[config.mk]
export PLATFORM = sky130hd
export DESIGN_NAME = cap_row_scroll_ctrl
export DESIGN_NICKNAME = d
export VERILOG_FILES = /design/src/rtl/crs_pkg.sv /design/src/rtl/crs_window_calc.sv /design/src/rtl/crs_scroll_unit.sv /design/src/rtl/crs_cursor_unit.sv /design/src/rtl/cap_row_scroll_ctrl.sv
export SDC_FILE = /design/constraint.sdc
export NUM_CORES = 1
export LEC_CHECK = 0
export CORE_ASPECT_RATIO = 1.75
export CORE_MARGIN = 2
export CORE_UTILIZATION = 59
export DETAILED_ROUTE_END_ITERATION = 12
export PLACE_DENSITY = 0.94
export REMOVE_ABC_BUFFERS = 1
export SLEW_MARGIN = 10
export SYNTH_ARGS = -nofsm -noshare
export SYNTH_HDL_FRONTEND = slang
export SYNTH_HIERARCHICAL = 1
export SYNTH_SLANG_ARGS = --single-unit
[constraint.sdc]
create_clock -name clk -period 11 [get_ports clk]
set_clock_uncertainty 0.05 [all_clocks]
set_input_delay 1.1 -clock clk [delete_from_list [all_inputs] [get_ports clk]]
set_output_delay 1.1 -clock clk [all_outputs]
set_load 0.02 [all_outputs]
[src/rtl/crs_pkg.sv]
`timescale 1ns/1ps
package crs_pkg;
  typedef enum logic [2:0] {
    EV_NOP    = 3'd0,
    EV_CHAR   = 3'd1,
    EV_CR     = 3'd2,
    EV_START  = 3'd3,
    EV_RESUME = 3'd4,
    EV_ROLL   = 3'd5,
    EV_BASE   = 3'd6,
    EV_CHINT  = 3'd7
  } ev_code_t;
endpackage

[src/rtl/crs_window_calc.sv]
`timescale 1ns/1ps
// Fits a block of rows ending at the base row; clamps to the rows above it.
module crs_window_calc #(
  parameter int RW = 4,
  parameter int NW = 4
) (
  input  logic [RW-1:0] base_row,
  input  logic [NW-1:0] want_rows,
  output logic [RW-1:0] top_row,
  output logic [NW-1:0] fit_rows
);
  logic [NW:0] span;
  logic [NW:0] fit_w;

  always_comb begin
    span  = (NW+1)'(base_row) + (NW+1)'(1);
    fit_w = ({1'b0, want_rows} > span) ? span : {1'b0, want_rows};
    fit_rows = NW'(fit_w);
    top_row  = RW'(span - fit_w);
  end
endmodule

[src/rtl/crs_scroll_unit.sv]
`timescale 1ns/1ps
module crs_scroll_unit #(
  parameter int LW = 4
) (
  input  logic          clk,
  input  logic          rst,
  input  logic          start,
  input  logic          cancel,
  input  logic          frame,
  input  logic [LW-1:0] lines_per_row,
  output logic          active,
  output logic [LW-1:0] ofs
);
  logic [LW:0] ofs_next;
  assign ofs_next = {1'b0, ofs} + (LW+1)'(1);

  always_ff @(posedge clk) begin
    if (rst) begin
      active <= 1'b0;
      ofs    <= '0;
    end else if (cancel) begin
      active <= 1'b0;
      ofs    <= '0;
    end else if (start) begin
      active <= 1'b1;
      ofs    <= '0;
    end else if (frame && active) begin
      if (ofs_next == {1'b0, lines_per_row}) begin
        active <= 1'b0;
        ofs    <= '0;
      end else begin
        ofs <= LW'(ofs_next);
      end
    end
  end

  AST_OFS_BOUND: assert property (@(posedge clk) disable iff (rst)
    active |-> (ofs < lines_per_row));
  AST_IDLE_OFS_ZERO: assert property (@(posedge clk) disable iff (rst)
    !active |-> (ofs == '0));
  AST_RESTART_ZERO: assert property (@(posedge clk) disable iff (rst)
    (start && !cancel) |=> (active && ofs == '0));
  AST_CANCEL_STOPS: assert property (@(posedge clk) disable iff (rst)
    cancel |=> !active);
endmodule

[src/rtl/crs_cursor_unit.sv]
`timescale 1ns/1ps
module crs_cursor_unit
  import crs_pkg::*;
#(
  parameter int ROWS     = 15,
  parameter int COLS     = 32,
  parameter int ROLL_MIN = 2,
  parameter int ROLL_MAX = 4,
  parameter int RW       = 4,
  parameter int CW       = 5,
  parameter int NW       = 4
) (
  input  logic          clk,
  input  logic          rst,
  input  logic          ev_valid,
  input  ev_code_t      ev_code,
  input  logic [RW-1:0] ev_arg,
  input  logic [RW-1:0] txt_top,
  output logic [RW-1:0] base_q,
  output logic          mode_roll,
  output logic [NW-1:0] filled,
  output logic          frozen,
  output logic [RW-1:0] cur_row,
  output logic [CW-1:0] cur_col,
  output logic          wr_en,
  output logic [RW-1:0] wr_row,
  output logic [CW-1:0] wr_col,
  output logic          clr_req,
  output logic          shift_req,
  output logic          scroll_start,
  output logic          scroll_cancel
);
  localparam logic [CW-1:0] LAST_COL = CW'(COLS - 1);
  localparam logic [RW-1:0] LAST_ROW = RW'(ROWS - 1);

  logic [NW-1:0] roll_n;
  logic          roll_arg_ok;
  logic          base_arg_ok;
  logic          is_cr;

  assign roll_arg_ok = (32'(ev_arg) >= ROLL_MIN) && (32'(ev_arg) <= ROLL_MAX);
  assign base_arg_ok = (32'(ev_arg) < ROWS);
  assign is_cr       = ev_valid && (ev_code == EV_CR) && !frozen;

  assign scroll_start  = is_cr && (mode_roll || cur_row >= base_q);
  assign scroll_cancel = ev_valid && ((ev_code == EV_START) ||
                                      ((ev_code == EV_ROLL) && roll_arg_ok) ||
                                      ((ev_code == EV_BASE) && base_arg_ok));

  always_ff @(posedge clk) begin
    if (rst) begin
      base_q    <= LAST_ROW;
      mode_roll <= 1'b0;
      roll_n    <= NW'(ROLL_MIN);
      filled    <= NW'(1);
      frozen    <= 1'b0;
      cur_row   <= '0;
      cur_col   <= '0;
      wr_en     <= 1'b0;
      wr_row    <= '0;
      wr_col    <= '0;
      clr_req   <= 1'b0;
      shift_req <= 1'b0;
    end else begin
      wr_en     <= 1'b0;
      clr_req   <= 1'b0;
      shift_req <= 1'b0;
      if (ev_valid) begin
        case (ev_code)
          EV_CHAR: if (!frozen) begin
            wr_en  <= 1'b1;
            wr_row <= cur_row;
            wr_col <= cur_col;
            if (cur_col != LAST_COL) cur_col <= cur_col + CW'(1);
          end
          EV_CR: if (!frozen) begin
            cur_col <= '0;
            if (mode_roll) begin
              shift_req <= 1'b1;
              if (filled < roll_n) filled <= filled + NW'(1);
            end else if (cur_row < base_q) begin
              cur_row <= cur_row + RW'(1);
            end else begin
              shift_req <= 1'b1;
              cur_row   <= base_q;
            end
          end
          EV_START: begin
            clr_req   <= 1'b1;
            mode_roll <= 1'b0;
            frozen    <= 1'b0;
            cur_row   <= txt_top;
            cur_col   <= '0;
          end
          EV_RESUME: begin
            frozen    <= 1'b0;
            mode_roll <= 1'b0;
          end
          EV_ROLL: if (roll_arg_ok) begin
            mode_roll <= 1'b1;
            roll_n    <= NW'(ev_arg);
            filled    <= NW'(1);
            frozen    <= 1'b0;
            cur_row   <= base_q;
            cur_col   <= '0;
          end
          EV_BASE: if (base_arg_ok) begin
            base_q  <= ev_arg;
            cur_row <= ev_arg;
            cur_col <= '0;
          end
          EV_CHINT: frozen <= 1'b1;
          default: ;
        endcase
      end
    end
  end

  AST_COL_HOLD_AT_END: assert property (@(posedge clk) disable iff (rst)
    (ev_valid && ev_code == EV_CHAR && !frozen && cur_col == LAST_COL)
      |=> (cur_col == LAST_COL && wr_col == LAST_COL && wr_en));
  AST_FROZEN_NO_WRITE: assert property (@(posedge clk) disable iff (rst)
    (frozen && ev_valid && ev_code == EV_CHAR) |=> !wr_en);
  AST_FROZEN_NO_MOVE: assert property (@(posedge clk) disable iff (rst)
    (frozen && ev_valid && ev_code == EV_CR) |=> ($stable(cur_row) && !shift_req));
  AST_TEXT_CR_DOWN: assert property (@(posedge clk) disable iff (rst)
    (is_cr && !mode_roll && cur_row < base_q)
      |=> (cur_row == $past(cur_row) + RW'(1) && !shift_req));
  AST_ROLL_ON_BASE: assert property (@(posedge clk) disable iff (rst)
    mode_roll |-> (cur_row == base_q));
  AST_ROLL_FILL_CAP: assert property (@(posedge clk) disable iff (rst)
    mode_roll |-> (filled <= roll_n));
endmodule

[src/rtl/cap_row_scroll_ctrl.sv]
`timescale 1ns/1ps
module cap_row_scroll_ctrl
  import crs_pkg::*;
#(
  parameter int ROWS        = 15,
  parameter int COLS        = 32,
  parameter int LINES_TALL  = 15,
  parameter int LINES_SHORT = 13,
  parameter int ROLL_MIN    = 2,
  parameter int ROLL_MAX    = 4,
  localparam int RW = $clog2(ROWS),
  localparam int CW = $clog2(COLS),
  localparam int NW = $clog2(ROWS + 1),
  localparam int LW = $clog2(LINES_TALL + 1)
) (
  input  logic          clk,
  input  logic          rst,
  input  logic          ev_valid,
  input  logic [2:0]    ev_code,
  input  logic [RW-1:0] ev_arg,
  input  logic          frame_strobe,
  input  logic [NW-1:0] cfg_win_rows,
  input  logic          cfg_short_rows,
  output logic          wr_en,
  output logic [RW-1:0] wr_row,
  output logic [CW-1:0] wr_col,
  output logic [RW-1:0] cur_row,
  output logic [CW-1:0] cur_col,
  output logic          clr_req,
  output logic          shift_req,
  output logic [RW-1:0] disp_top,
  output logic [NW-1:0] disp_rows,
  output logic          scroll_active,
  output logic [LW-1:0] scroll_ofs,
  output logic          frozen,
  output logic          roll_mode
);
  ev_code_t      ev_c;
  logic [NW-1:0] txt_n;
  logic [RW-1:0] base_q;
  logic [NW-1:0] filled;
  logic [RW-1:0] txt_top, roll_top;
  logic [NW-1:0] txt_rows, roll_rows;
  logic          s_start, s_cancel;
  logic [LW-1:0] lpr;

  assign ev_c  = ev_code_t'(ev_code);
  assign lpr   = cfg_short_rows ? LW'(LINES_SHORT) : LW'(LINES_TALL);
  assign txt_n = (cfg_win_rows == '0)           ? NW'(1)    :
                 (32'(cfg_win_rows) > ROWS)     ? NW'(ROWS) : cfg_win_rows;

  crs_window_calc #(.RW(RW), .NW(NW)) u_txt_win (
    .base_row(base_q), .want_rows(txt_n),
    .top_row(txt_top), .fit_rows(txt_rows)
  );

  crs_window_calc #(.RW(RW), .NW(NW)) u_roll_win (
    .base_row(base_q), .want_rows(filled),
    .top_row(roll_top), .fit_rows(roll_rows)
  );

  crs_cursor_unit #(
    .ROWS(ROWS), .COLS(COLS), .ROLL_MIN(ROLL_MIN), .ROLL_MAX(ROLL_MAX),
    .RW(RW), .CW(CW), .NW(NW)
  ) u_cursor (
    .clk(clk), .rst(rst), .ev_valid(ev_valid), .ev_code(ev_c), .ev_arg(ev_arg),
    .txt_top(txt_top), .base_q(base_q), .mode_roll(roll_mode), .filled(filled),
    .frozen(frozen), .cur_row(cur_row), .cur_col(cur_col),
    .wr_en(wr_en), .wr_row(wr_row), .wr_col(wr_col),
    .clr_req(clr_req), .shift_req(shift_req),
    .scroll_start(s_start), .scroll_cancel(s_cancel)
  );

  crs_scroll_unit #(.LW(LW)) u_scroll (
    .clk(clk), .rst(rst), .start(s_start), .cancel(s_cancel),
    .frame(frame_strobe), .lines_per_row(lpr),
    .active(scroll_active), .ofs(scroll_ofs)
  );

  assign disp_top  = roll_mode ? roll_top  : txt_top;
  assign disp_rows = roll_mode ? roll_rows : txt_rows;

  AST_SHIFT_STARTS_SCROLL: assert property (@(posedge clk) disable iff (rst)
    shift_req |-> (scroll_active && scroll_ofs == '0));
  AST_CLEAR_NOT_SCROLLING: assert property (@(posedge clk) disable iff (rst)
    clr_req |-> (!scroll_active && !frozen && !roll_mode));
endmodule

Yosys cells after proc, flatten, opt, wreduce, memory -nomap -nowiden
Cells that the tools add are included.
{"block": "classes", "n_addsub": 7, "multipliers": 0, "n_div": 0, "magnitude_cmp": 8, "eq_ne": 17, "shifts": 0, "n_mux": 35, "n_bitwise": 4, "reduce_logical": 35}
{"cell": "two-way mux 4 bit", "count": 15}
{"cell": "two-way mux 5 bit", "count": 5}
{"cell": "one-hot mux 5 bit (5 select lines)", "count": 1}
{"cell": "one-hot mux 4 bit (4 select lines)", "count": 1}
{"cell": "AND reduction 3 bit", "count": 5}
{"cell": "== test 3 bit (second input constant)", "count": 4}
{"cell": "AND reduction 6 bit", "count": 2}
{"cell": "adder 4 x 1 -> 5 bit (second input constant)", "count": 2}
{"cell": "greater-than comparator 4 x 5 -> 1 bit", "count": 2}
{"cell": "two-way mux 1 bit", "count": 9}
{"cell": "adder 4 x 1 -> 4 bit (second input constant)", "count": 2}
{"cell": "logical AND 1 bit", "count": 8}
{"cell": "< comparator 4 bit", "count": 2}
{"cell": "inequality test 2 x 1 -> 1 bit (second input constant)", "count": 4}
{"cell": "inequality test 2 bit (second input constant)", "count": 4}
{"cell": "one-hot mux 4 bit (2 select lines)", "count": 1}
{"cell": "nonzero test 2 bit", "count": 4}
{"cell": "subtractor 4 bit", "count": 2}
{"cell": "AND reduction 7 bit", "count": 1}
{"cell": "== test 3 x 2 -> 1 bit (second input constant)", "count": 2}
{"cell": "OR reduction 2 bit", "count": 3}
{"cell": "OR reduction 3 bit", "count": 2}
{"cell": "adder 5 x 1 -> 5 bit (second input constant)", "count": 1}
{"cell": "== test 5 x 4 -> 1 bit", "count": 1}
{"cell": "other kinds (18)", "count": 23}
{"block": "totals", "ff_bits": 40, "latchBits": 0, "ram_bits": 0, "rom_bits": 0, "in_bits": 16, "output_inout_bits": 36, "wordCells": 120, "n_memories": 0}

Longest topological paths before layout
Gate-level depths: netlist of run 1.
{"block": "depth", "depth_word": 7, "ltp_mapped": 17}

By module
The synthesis of run 1 kept the hierarchy.
{"mod": "crs_cursor_unit", "instances": 1, "cells_each": 234, "area_per_inst_um2": 1986.9, "seq_area_each_um2": 700.7}
{"mod": "crs_window_calc at u_txt_win", "instances": 1, "cells_each": 46, "area_per_inst_um2": 367.9, "seq_area_each_um2": 0.0}
{"mod": "crs_window_calc at u_roll_win", "instances": 1, "cells_each": 46, "area_per_inst_um2": 360.3, "seq_area_each_um2": 0.0}
{"mod": "crs_scroll_unit", "instances": 1, "cells_each": 31, "area_per_inst_um2": 306.5, "seq_area_each_um2": 100.1}
{"mod": "cap_row_scroll_ctrl", "instances": 1, "cells_each": 16, "area_per_inst_um2": 161.4, "seq_area_each_um2": 0.0}

Least setup slack after synthesis of run 1
Ideal clock, no wire load.
{"block": "synth_timing", "path_type": "input-to-output", "start": "input cfg_win_rows[1]", "end": "output disp_top[3]", "arrival_ps": 3749, "t_required_ps": 9850, "slack_ps": 6101, "stages": 14, "path_cell_list": "nor3_1 or2_2 inv_1 ha_1 nand3_1 o31ai_1 a211o_1 nand2_4 mux2i_1 ha_1 a21oi_1 maj3_1 o311ai_0 mux2_4"}
{"block": "synth_via", "elab_chain_len": 6}
{"element": "start: declaration", "line_no": "cap_row_scroll_ctrl.sv:22", "rtl": "input logic [NW-1:0] cfg_win_rows,"}
{"element": "logical NOT 4 bit (*)", "line_no": "cap_row_scroll_ctrl.sv:49", "rtl": "assign txt_n = (cfg_win_rows == '0) ? NW'(1) :"}
{"element": "two-way mux 4 bit (*)", "line_no": "cap_row_scroll_ctrl.sv:49"}
{"element": "named net txt_n[0]", "line_no": "cap_row_scroll_ctrl.sv:39", "rtl": "logic [NW-1:0] txt_n;"}
{"element": "greater-than comparator 4 x 5 -> 1 bit", "line_no": "crs_window_calc.sv:17", "rtl": "fit_w = ({1'b0, want_rows} > span) ? span : {1'b0, want_rows};"}
{"element": "two-way mux 4 bit (*)", "line_no": "crs_window_calc.sv:17"}
{"element": "subtractor 4 bit (*)", "line_no": "crs_window_calc.sv:19", "rtl": "top_row = RW'(span - fit_w);"}
{"element": "named net txt_top[3]", "line_no": "cap_row_scroll_ctrl.sv:42", "rtl": "logic [RW-1:0] txt_top, roll_top;"}
{"element": "two-way mux 4 bit (*)", "line_no": "cap_row_scroll_ctrl.sv:80", "rtl": "assign disp_top = roll_mode ? roll_top : txt_top;"}
{"element": "end: declaration", "line_no": "cap_row_scroll_ctrl.sv:31", "rtl": "output logic [RW-1:0] disp_top,"}
Mark *: on every way through the listed nets, which the timed path passes. The rest lies on a longest branch.

Worst setup path in the final report of run 1
{"block": "layout_timing", "start": "input cfg_win_rows[2]", "end": "output disp_top[3]"}
Same word-level chain as after synthesis.

==> results.py, run 1 <==
metrics = {
    "drt": {
        "drt-total-wl_um": 7890,
        "drt_first_pass_iters": 4,
        "vias": 2936,
        "drc": 0,
        "vias_per_cell": 6.19,
        "drt-wirelength-per-cell_um": 16.7,
        "drtAntennaViolNets": 0,
        "dr.first_iter.drc_count": 144,
    },
    "logic_synthesis": {
        "async_reset_ff_frac": 0,
        "ys_ff_latch": 40,
        "synth_edf_count": 0,
        "yosys.area.top_type_share": 0.252,
        "synth_area_leaders": "dfxtp_1 (25%), ha_1 (9.4%), mux2i_1 (5.7%)",
        "syn_avg_cell_area_um2": 8.53,
        "ys_seq_area_frac": 0.252,
        "synth_cells": 373,
        "yosysWarnings": 6,
        "synth_top_area_cell": "dfxtp_1",
        "ys_types": 69,
        "synth_common_cells": "dfxtp_1 (40), nor2_1 (33), inv_1 (27)",
        "synth.most_common_cell": "dfxtp_1",
        "syn_area_um2": 3180,
        "synth_top_flop_cell": "dfxtp_1",
    },
    "layout": {
        "finalNonFillerCells": 474,
        "nFillCells": 398,
        "n_antenna_cell": 0,
        "area_growth_pct": 19.7,
        "layout-drive-gt1-share": 0.0907,
        "fin_nets": 459,
    },
    "sta": {
        "hold_violations": 0,
        "final.min_clock_period_ps": 6700,
        "max_freq_mhz": 149,
        "tns_ps": 0,
        "final-max-slew-violation-count": 0,
        "worstMarginPinSlew_ps": 778,
        "timing.slew.headroom": 0.475,
        "rsz0062_at_grt": "no",
        "setup_viol": 0,
        "finalCritPeriodShare": 0.609,
    },
    "clock_tree": {
        "clk_path_buf_depth": 2,
        "ctsRootBufferMaster": "clkbuf_8",
        "worstSkewPairLatency_ps": 300,
        "clkSinkCount": 40,
        "numCtsBuffers": 5,
        "cts_tree": "built",
        "postCtsResizedCells": 0,
        "cts_setup_buffers": 0,
        "htreeDepth": 2,
        "hold_buffers": 0,
        "clkTransAtPathRegs_ps": 80,
    },
    "global_routing": {
        "grt_overflow": 0,
        "grt_use_total": 0.269,
        "grt_pass1_wl_um": 12700,
        "grt_start_max_net_pins": 32,
        "grt_pass1_vias": 2872,
        "antenna_found_initial": 0,
    },
    "die": {
        "start_util": 0.606,
        "dieArea_um2": 6020,
        "rows": 35,
        "die_h_um": 101,
        "io_pins": 52,
        "core_area_um2": 5260,
        "die_x_um": 59.5,
    },
    "critical_path": {
        "crit_type": "in2out",
        "crit_path_start_kind": "input pin",
        "crit_path_max_fanout": 6,
        "end_kind": "output pin",
        "critPathMaxStageDelay_ps": 660,
        "path_delay_family": "buffers and inverters",
        "cp.arrival_ps": 5550,
        "timing.critical_path.slowest_stage_cell": "o311ai_0",
        "cp.required_ps": 9850,
        "path_buf_inv": 3,
        "cp_cell_sequence": "clkdlybuf4s50_1 > nor3_1 > or2_2 > inv_1 > ha_1 > nand3_1 > o31ai_1 > a211o_1 > nand2_4 > mux2i_1 > ha_1 > a21oi_1 > maj3_1 > o311ai_0 > mux2_4 > clkdlybuf4s50_1",
    },
    "pwr": {
        "power_uw": 375,
        "leakagePower_uw": 0.00161,
        "vdd_drop_max_uv": 80.1,
        "power_density_nw_per_um2": 98.3,
    },
    "placement": {
        "gp_congestion": 0.874,
        "dp.cells": 466,
        "dp_hpwl_um": 6000,
        "port_buffers": 51,
    },
    "run_status": {
        "outcome": "finished clean",
    },
    "min_path": {
        "worstHoldPathType": "reg2reg",
    },
    "job": {
        "cap_violations": 0,
    },
}
[stage by stage]
step | hold WS [ps] | util | cell area (um2) | worst slack [ps]
2_1_floorplan | 375 | - | 3110 | 6100
3_3_place_gp | 384 | 0.703 | 3700 | 4690
3_5_place_dp | 404 | 0.703 | 3700 | 4470
4_1_cts | 418 | 0.725 | 3810 | 4430
5_1_grt | 452 | 0.725 | 3810 | 4140
6_report | 420 | 0.725 | 3810 | 4300
[placed cells by master, fill, tap and decap left out, drive strengths merged, types with 8 or more instances in the layout]
master          n
dfxtp          40
xor2            9
mux2           10
nand3          23
nor3            8
inv            28
mux2i          18
xnor2          14
nand2b          8
nand2          21
clkdlybuf4s50  51
o21ai          17
a21oi          16
o211ai          8
nor2           33
ha             24
[path summary, 6_finish.rpt]
kind	cells after the start	slack [ps]	to	from
worst min-delay path	2	420	u_cursor/roll_n[3]	u_cursor/roll_n[3]
worst max register to register	14	6610	u_cursor/cur_row[3]	u_cursor/base_q[0]
worst min register to register	2	420	u_cursor/roll_n[3]	u_cursor/roll_n[3]
worst max-delay path	16	4300	disp_top[3]	cfg_win_rows[2]
[flip-flops by register name (all words and copies together), names as in the netlist, 4 cells and up]
| signal | cells |
|---|---|
| u_cursor/cur_col | 5 |
| u_cursor/wr_col | 5 |
| u_cursor/base_q | 4 |
| u_cursor/cur_row | 4 |
| u_cursor/filled | 4 |
| u_cursor/roll_n | 4 |
| u_cursor/wr_row | 4 |
| u_scroll/ofs | 4 |
[layer usage]
metal | track usage | share of wire
met1 | 0.275 | 0.36
met2 | 0.516 | 0.56
met3 | 0.0383 | 0.048
met4 | 0.118 | 0.031
met5 | 0 | 0
[report_power, final]
part	internal, uW	leakage [uW]	total [uW]	switching (uW)
clock	68.3	0.0000548	124	55.7
combinational	45.2	0.00123	97.0	51.8
sequential	148	0.000324	154	5.87
[kinds of logic (layout without fill, tap and decap cells)]
group | Yosys count | after routing | share of synthesized area
AOI/OAI and AO/OA | 87 | 87 | 0.206
buffers and inverters | 43 | 87 | 0.0574
xor gates and xnor gates | 23 | 23 | 0.0656
DFF | 40 | 40 | 0.252
muxes | 28 | 28 | 0.103
adders and majority gates | 26 | 26 | 0.104
and+or+nand+nor | 125 | 125 | 0.212
other | 1 | 3 | 0.00118
[cell type report]
class	count	area, um2	area share
well taps	55	68.8	0.0181
inverters	27	101	0.0266
flip-flops and latches	40	801	0.210
clock inverters	3	46.3	0.0121
repair buffers	52	518	0.136
clock buffers	5	68.8	0.0181
multi-input cells	292	2210	0.579
[worst min-delay path, stage by stage, from the launching register on]
cell     delay, ps
dfxtp_1        300
inv_1           70
nor3_1          60
No activity file was read; power rests on OpenSTA's default activity.
==> inputs of run 2 (changes only) <==
--- a/config.mk
+++ b/config.mk
@@ -7,9 +7,9 @@
 export LEC_CHECK = 0
 export CORE_ASPECT_RATIO = 1.75
 export CORE_MARGIN = 2
-export CORE_UTILIZATION = 59
+export CORE_UTILIZATION = 54
 export DETAILED_ROUTE_END_ITERATION = 12
-export PLACE_DENSITY = 0.94
+export PLACE_DENSITY = 0.88
 export REMOVE_ABC_BUFFERS = 1
 export SLEW_MARGIN = 10
 export SYNTH_ARGS = -nofsm -noshare
==> constraint.sdc (replaced) <==
create_clock -name clk -period 6.3 [get_ports clk]
set_clock_uncertainty 0.05 [all_clocks]
set_input_delay 0.63 -clock clk [delete_from_list [all_inputs] [get_ports clk]]
set_output_delay 0.63 -clock clk [all_outputs]
set_load 0.02 [all_outputs]
==> results.py, run 2 (same netlist as run 1, synthesis figures left out) <==
metrics = {
    "critical_path": {
        "cp.required_ps": 5620,
        "crit_type": "in2out",
        "end_kind": "output pin",
        "crit_path_max_fanout": 6,
        "critPathMaxStageDelay_ps": 590,
        "timing.critical_path.slowest_stage_cell": "clkdlybuf4s50_1",
        "cp_cell_sequence": "clkdlybuf4s50_1 > nor3_1 > or2_2 > inv_1 > ha_1 > nand3_1 > o31ai_1 > a211o_1 > nand2_4 > mux2i_1 > ha_1 > a21oi_1 > maj3_1 > o311ai_0 > mux2_4 > clkdlybuf4s50_1",
        "cp.arrival_ps": 4890,
        "crit_path_start_kind": "input pin",
        "path_delay_family": "buffers and inverters",
        "path_buf_inv": 3,
    },
    "pwr": {
        "leakagePower_uw": 0.00162,
        "power_density_nw_per_um2": 177,
        "vdd_drop_max_uv": 172,
        "power_uw": 683,
    },
    "die": {
        "dieArea_um2": 6550,
        "die_h_um": 106,
        "io_pins": 52,
        "rows": 37,
        "core_area_um2": 5790,
        "start_util": 0.550,
        "die_x_um": 62.0,
    },
    "layout": {
        "n_antenna_cell": 0,
        "stdcell_area_um2": 3850,
        "layout_common_cells": "clkdlybuf4s50_1 (51), dfxtp_1 (40), nor2_1 (33), inv_1 (27), ha_1 (24)",
        "area_growth_pct": 21.1,
        "fin_nets": 459,
        "final_common_cell": "clkdlybuf4s50_1",
        "largestRegisters": "u_cursor/cur_col: 5 flops, u_cursor/wr_col: 5 flops",
        "finalNonFillerCells": 496,
        "layout-drive-gt1-share": 0.0885,
    },
    "global_routing": {
        "busiest_layer": "met2",
        "antenna_found_initial": 0,
        "grt_use_total": 0.256,
        "grt_overflow": 0,
        "gr-usage-met2": 0.452,
        "grt.met3_usage": 0.0356,
        "grt_start_max_net_pins": 32,
        "grt_pass1_wl_um": 13100,
        "met1_usage": 0.282,
        "grt_pass1_vias": 2961,
    },
    "clock_tree": {
        "clkTransAtPathRegs_ps": 70,
        "postCtsResizedCells": 0,
        "htreeDepth": 2,
        "ctsRootBufferMaster": "clkbuf_8",
        "numCtsBuffers": 5,
        "cts_tree": "built",
        "clkSinkCount": 40,
        "cts_setup_buffers": 0,
        "clk_path_buf_depth": 2,
        "worstSkewPairLatency_ps": 290,
        "hold_buffers": 0,
    },
    "sta": {
        "hold_violations": 0,
        "worstMarginPinSlew_ps": 744,
        "setup_viol": 0,
        "rsz0062_at_grt": "no",
        "timing.slew.headroom": 0.503,
        "holdWs_ps": 408,
        "final-max-slew-violation-count": 0,
        "finalCritPeriodShare": 0.884,
        "tns_ps": 0,
        "final.min_clock_period_ps": 5570,
        "max_freq_mhz": 180,
    },
    "placement": {
        "gp_congestion": 0.908,
        "placed_cell_area_um2": 3720,
        "dp_hpwl_um": 6090,
        "dp.cells": 489,
        "port_buffers": 51,
    },
    "drt": {
        "drt_first_pass_iters": 5,
        "drc": 0,
        "drt-total-wl_um": 8000,
        "drtAntennaViolNets": 0,
        "vias_per_cell": 5.99,
        "dr.first_iter.drc_count": 183,
        "drt-wirelength-per-cell_um": 16.1,
        "vias": 2970,
    },
    "job": {
        "cap_violations": 0,
    },
    "min_path": {
        "worstHoldPathType": "reg2reg",
    },
    "run_status": {
        "outcome": "finished clean",
    },
}
==> run 2: cell count changes in the layout (fill, tap and decap cells not counted) <==
cell	previous run	this run
clkinvlp_4	1	0
bufinv_16	1	2
inv_6	1	0
==> run 2: per-layer routing <==
metal  share of wire  up-vias
li1                -     1430
met5               0        -
met4           0.031        0
met2            0.55      110
met1            0.37     1405
met3           0.047       25
==> run 2: worst paths after layout <==
check	startpoint	endpoint	slack, ps	depth (start not counted)
worst max-delay path	cfg_win_rows[2]	disp_top[3]	730	16
worst min-delay path	u_cursor/roll_n[3]	u_cursor/roll_n[3]	410	2
worst max register to register	u_cursor/base_q[0]	u_cursor/cur_row[3]	2160	14
worst min register to register	u_cursor/roll_n[3]	u_cursor/roll_n[3]	410	2
==> run 2: area by class of cell <==
type / count / area (um2)
clock inverter: 2 / 60.1
clock buffer: 5 / 68.8
fill: 472 / 1930
sequential: 40 / 801
inverter: 27 / 101
timing repair buffer: 52 / 518
tap: 78 / 97.6
multi-input combinational: 292 / 2210
==> run 2: worst register-to-register path: stages, from the launching register on <==
cell      delay, ps
dfxtp_1         680
ha_1            350
inv_1            80
ha_1            290
nor2b_1         170
o31ai_1          80
a211o_1         360
nand2_4         140
mux2i_1         320
ha_1            190
a21oi_1         100
maj3_1          360
o311ai_0        500
a22oi_1         210
a31oi_1         200
==> run 2: power by group <==
part           total [uW]  switching (uW)  internal (uW)
Combinational         169            89.9           78.7
Sequential            269            10.3            258
Clock                 246            89.7            156
==> run 2: stage by stage <==
step	setup slack, ps	utilization
3_5_place_dp	751	0.644
4_1_cts	756	0.666
6_report	734	0.666
3_3_place_gp	912	0.644
2_1_floorplan	2330	-
5_1_grt	537	0.666
==> inputs of run 3 (changes only) <==
--- a/config.mk
+++ b/config.mk
@@ -7,9 +7,9 @@
 export LEC_CHECK = 0
 export CORE_ASPECT_RATIO = 1.75
 export CORE_MARGIN = 2
-export CORE_UTILIZATION = 54
+export CORE_UTILIZATION = 45
 export DETAILED_ROUTE_END_ITERATION = 12
-export PLACE_DENSITY = 0.88
+export PLACE_DENSITY = 0.76
 export REMOVE_ABC_BUFFERS = 1
 export SLEW_MARGIN = 10
 export SYNTH_ARGS = -nofsm -noshare
==> results.py, run 3 (same netlist as run 1, synthesis figures left out) <==
metrics = {
    "clock_tree": {
        "cts_setup_buffers": 0,
        "clk_path_buf_depth": 2,
        "cts_tree": "built",
        "hold_buffers": 0,
        "numCtsBuffers": 5,
        "worstSkewPairLatency_ps": 280,
        "clkTransAtPathRegs_ps": 60,
        "clkSinkCount": 40,
        "htreeDepth": 2,
        "postCtsResizedCells": 0,
        "ctsRootBufferMaster": "clkbuf_16",
    },
    "global_routing": {
        "grt_overflow": 0,
        "antenna_found_initial": 0,
        "grt_pass1_vias": 2808,
        "met1_usage": 0.221,
        "grt_pass1_wl_um": 12900,
        "grt.met3_usage": 0.0323,
        "busiest_layer": "met2",
        "grt_start_max_net_pins": 32,
        "gr-usage-met2": 0.407,
        "grt_use_total": 0.211,
    },
    "pwr": {
        "power_density_nw_per_um2": 186,
        "seq_power_share": 0.371,
        "leakagePower_uw": 0.00163,
        "pwr-share-clk": 0.397,
        "pwr-share-comb": 0.232,
        "p_int_uw": 523,
        "p_sw_uw": 201,
        "switching_share": 0.278,
        "vdd_drop_max_uv": 212,
    },
    "drt": {
        "dr.first_iter.drc_count": 112,
        "drt-wirelength-per-cell_um": 15.9,
        "drc": 0,
        "vias_per_cell": 5.80,
        "drt-total-wl_um": 7990,
        "vias": 2917,
        "drt_first_pass_iters": 4,
        "drtAntennaViolNets": 0,
    },
    "sta": {
        "worstMarginPinSlew_ps": 727,
        "tns_ps": 0,
        "hold_violations": 0,
        "finalCritPeriodShare": 0.888,
        "rsz0062_at_grt": "no",
        "setup_viol": 0,
        "timing.slew.headroom": 0.514,
        "max_freq_mhz": 179,
        "final-max-slew-violation-count": 0,
        "final.min_clock_period_ps": 5590,
    },
    "layout": {
        "postLayoutCoreUtil": 0.569,
        "layout-drive-gt1-share": 0.0907,
        "n_antenna_cell": 0,
        "layout_common_cells": "clkdlybuf4s50_1 (51), dfxtp_1 (40), nor2_1 (33), inv_1 (27), ha_1 (24)",
        "nFillCells": 620,
        "final_common_cell": "clkdlybuf4s50_1",
        "fin_nets": 459,
        "area_growth_pct": 22.5,
        "largestRegisters": "u_cursor/cur_col: 5 flops, u_cursor/wr_col: 5 flops",
    },
    "job": {
        "cap_violations": 0,
    },
    "critical_path": {
        "end_kind": "output pin",
        "cp.required_ps": 5620,
        "cp.arrival_ps": 4910,
        "crit_path_max_fanout": 6,
        "crit_type": "in2out",
        "crit_path_start_kind": "input pin",
    },
    "die": {
        "dieArea_um2": 7790,
        "die_x_um": 67.6,
        "io_pins": 52,
        "die_h_um": 115,
        "rows": 40,
        "start_util": 0.464,
        "core_area_um2": 6860,
    },
    "run_status": {
        "outcome": "finished clean",
    },
    "placement": {
        "gp_congestion": 0.798,
        "dp_hpwl_um": 6040,
        "port_buffers": 51,
    },
    "min_path": {
        "worstHoldPathType": "reg2reg",
    },
}
==> run 3: cell count changes in the layout (fill, tap and decap cells not counted), sizes merged <==
cell      before  now
bufinv         2    1
clkinv         0    1
clkinvlp       0    1
==> run 3: layout make-up <==
cell class	instances	area (um2)	area share
Timing Repair Buffer	52	518	0.133
Inverter	27	101	0.0260
Clock buffer	5	125	0.0321
Clock inverter	3	42.5	0.0109
Tap cell	84	105	0.0269
Multi-Input combinational cell	292	2210	0.566
Sequential cell	40	801	0.205
==> run 3: power groups by stage <==
stage | clock, uW | combinational (uW) | sequential (uW)
after floorplan | 0 | 101 | 276
after global placement | 0 | 161 | 274
after detailed placement | 0 | 166 | 274
after CTS | 292 | 167 | 269
after global routing | 300 | 182 | 270
final | 288 | 168 | 269
==> run 3: critical path, stage by stage <==
cell and delay, ps:
clkdlybuf4s50_1 560, nor3_1 60, or2_2 270, inv_1 100
ha_1 240, nand3_1 100, o31ai_1 100, a211o_1 370
nand2_4 140, mux2i_1 340, ha_1 190, a21oi_1 90
maj3_1 370, o311ai_0 500, mux2_4 240, clkdlybuf4s50_1 590
==> run 3: path summary, 6_finish.rpt <==
path / end / slack (ps) / cells after the start / startpoint
worst max-delay path: disp_top[3] / 710 / 16 / cfg_win_rows[2]
worst min-delay path: u_cursor/roll_n[3] / 410 / 2 / u_cursor/roll_n[3]
worst max register to register: u_cursor/cur_row[3] / 2040 / 14 / u_cursor/base_q[0]
worst min register to register: u_cursor/roll_n[3] / 410 / 2 / u_cursor/roll_n[3]
==> run 3: per-layer routing <==
metal / part of all wire / wire length, um / vias to the layer above
met1: 0.39 / 3090 / 1396
li1: - / - / 1431
met4: 0.021 / 171 / 0
met5: 0 / 0 / -
met3: 0.034 / 275 / 15
met2: 0.56 / 4440 / 75
==> run 3: metrics by stage <==
step	hold slack (ps)	instances	setup slack, ps	instance area [um2]	power (uW)
2_1_floorplan	375	359	2330	3110	377
3_3_place_gp	393	495	905	3730	435
3_5_place_dp	397	495	725	3730	440
4_1_cts	404	503	717	3900	727
5_1_grt	425	503	522	3900	753
6_report	406	503	705	3900	724
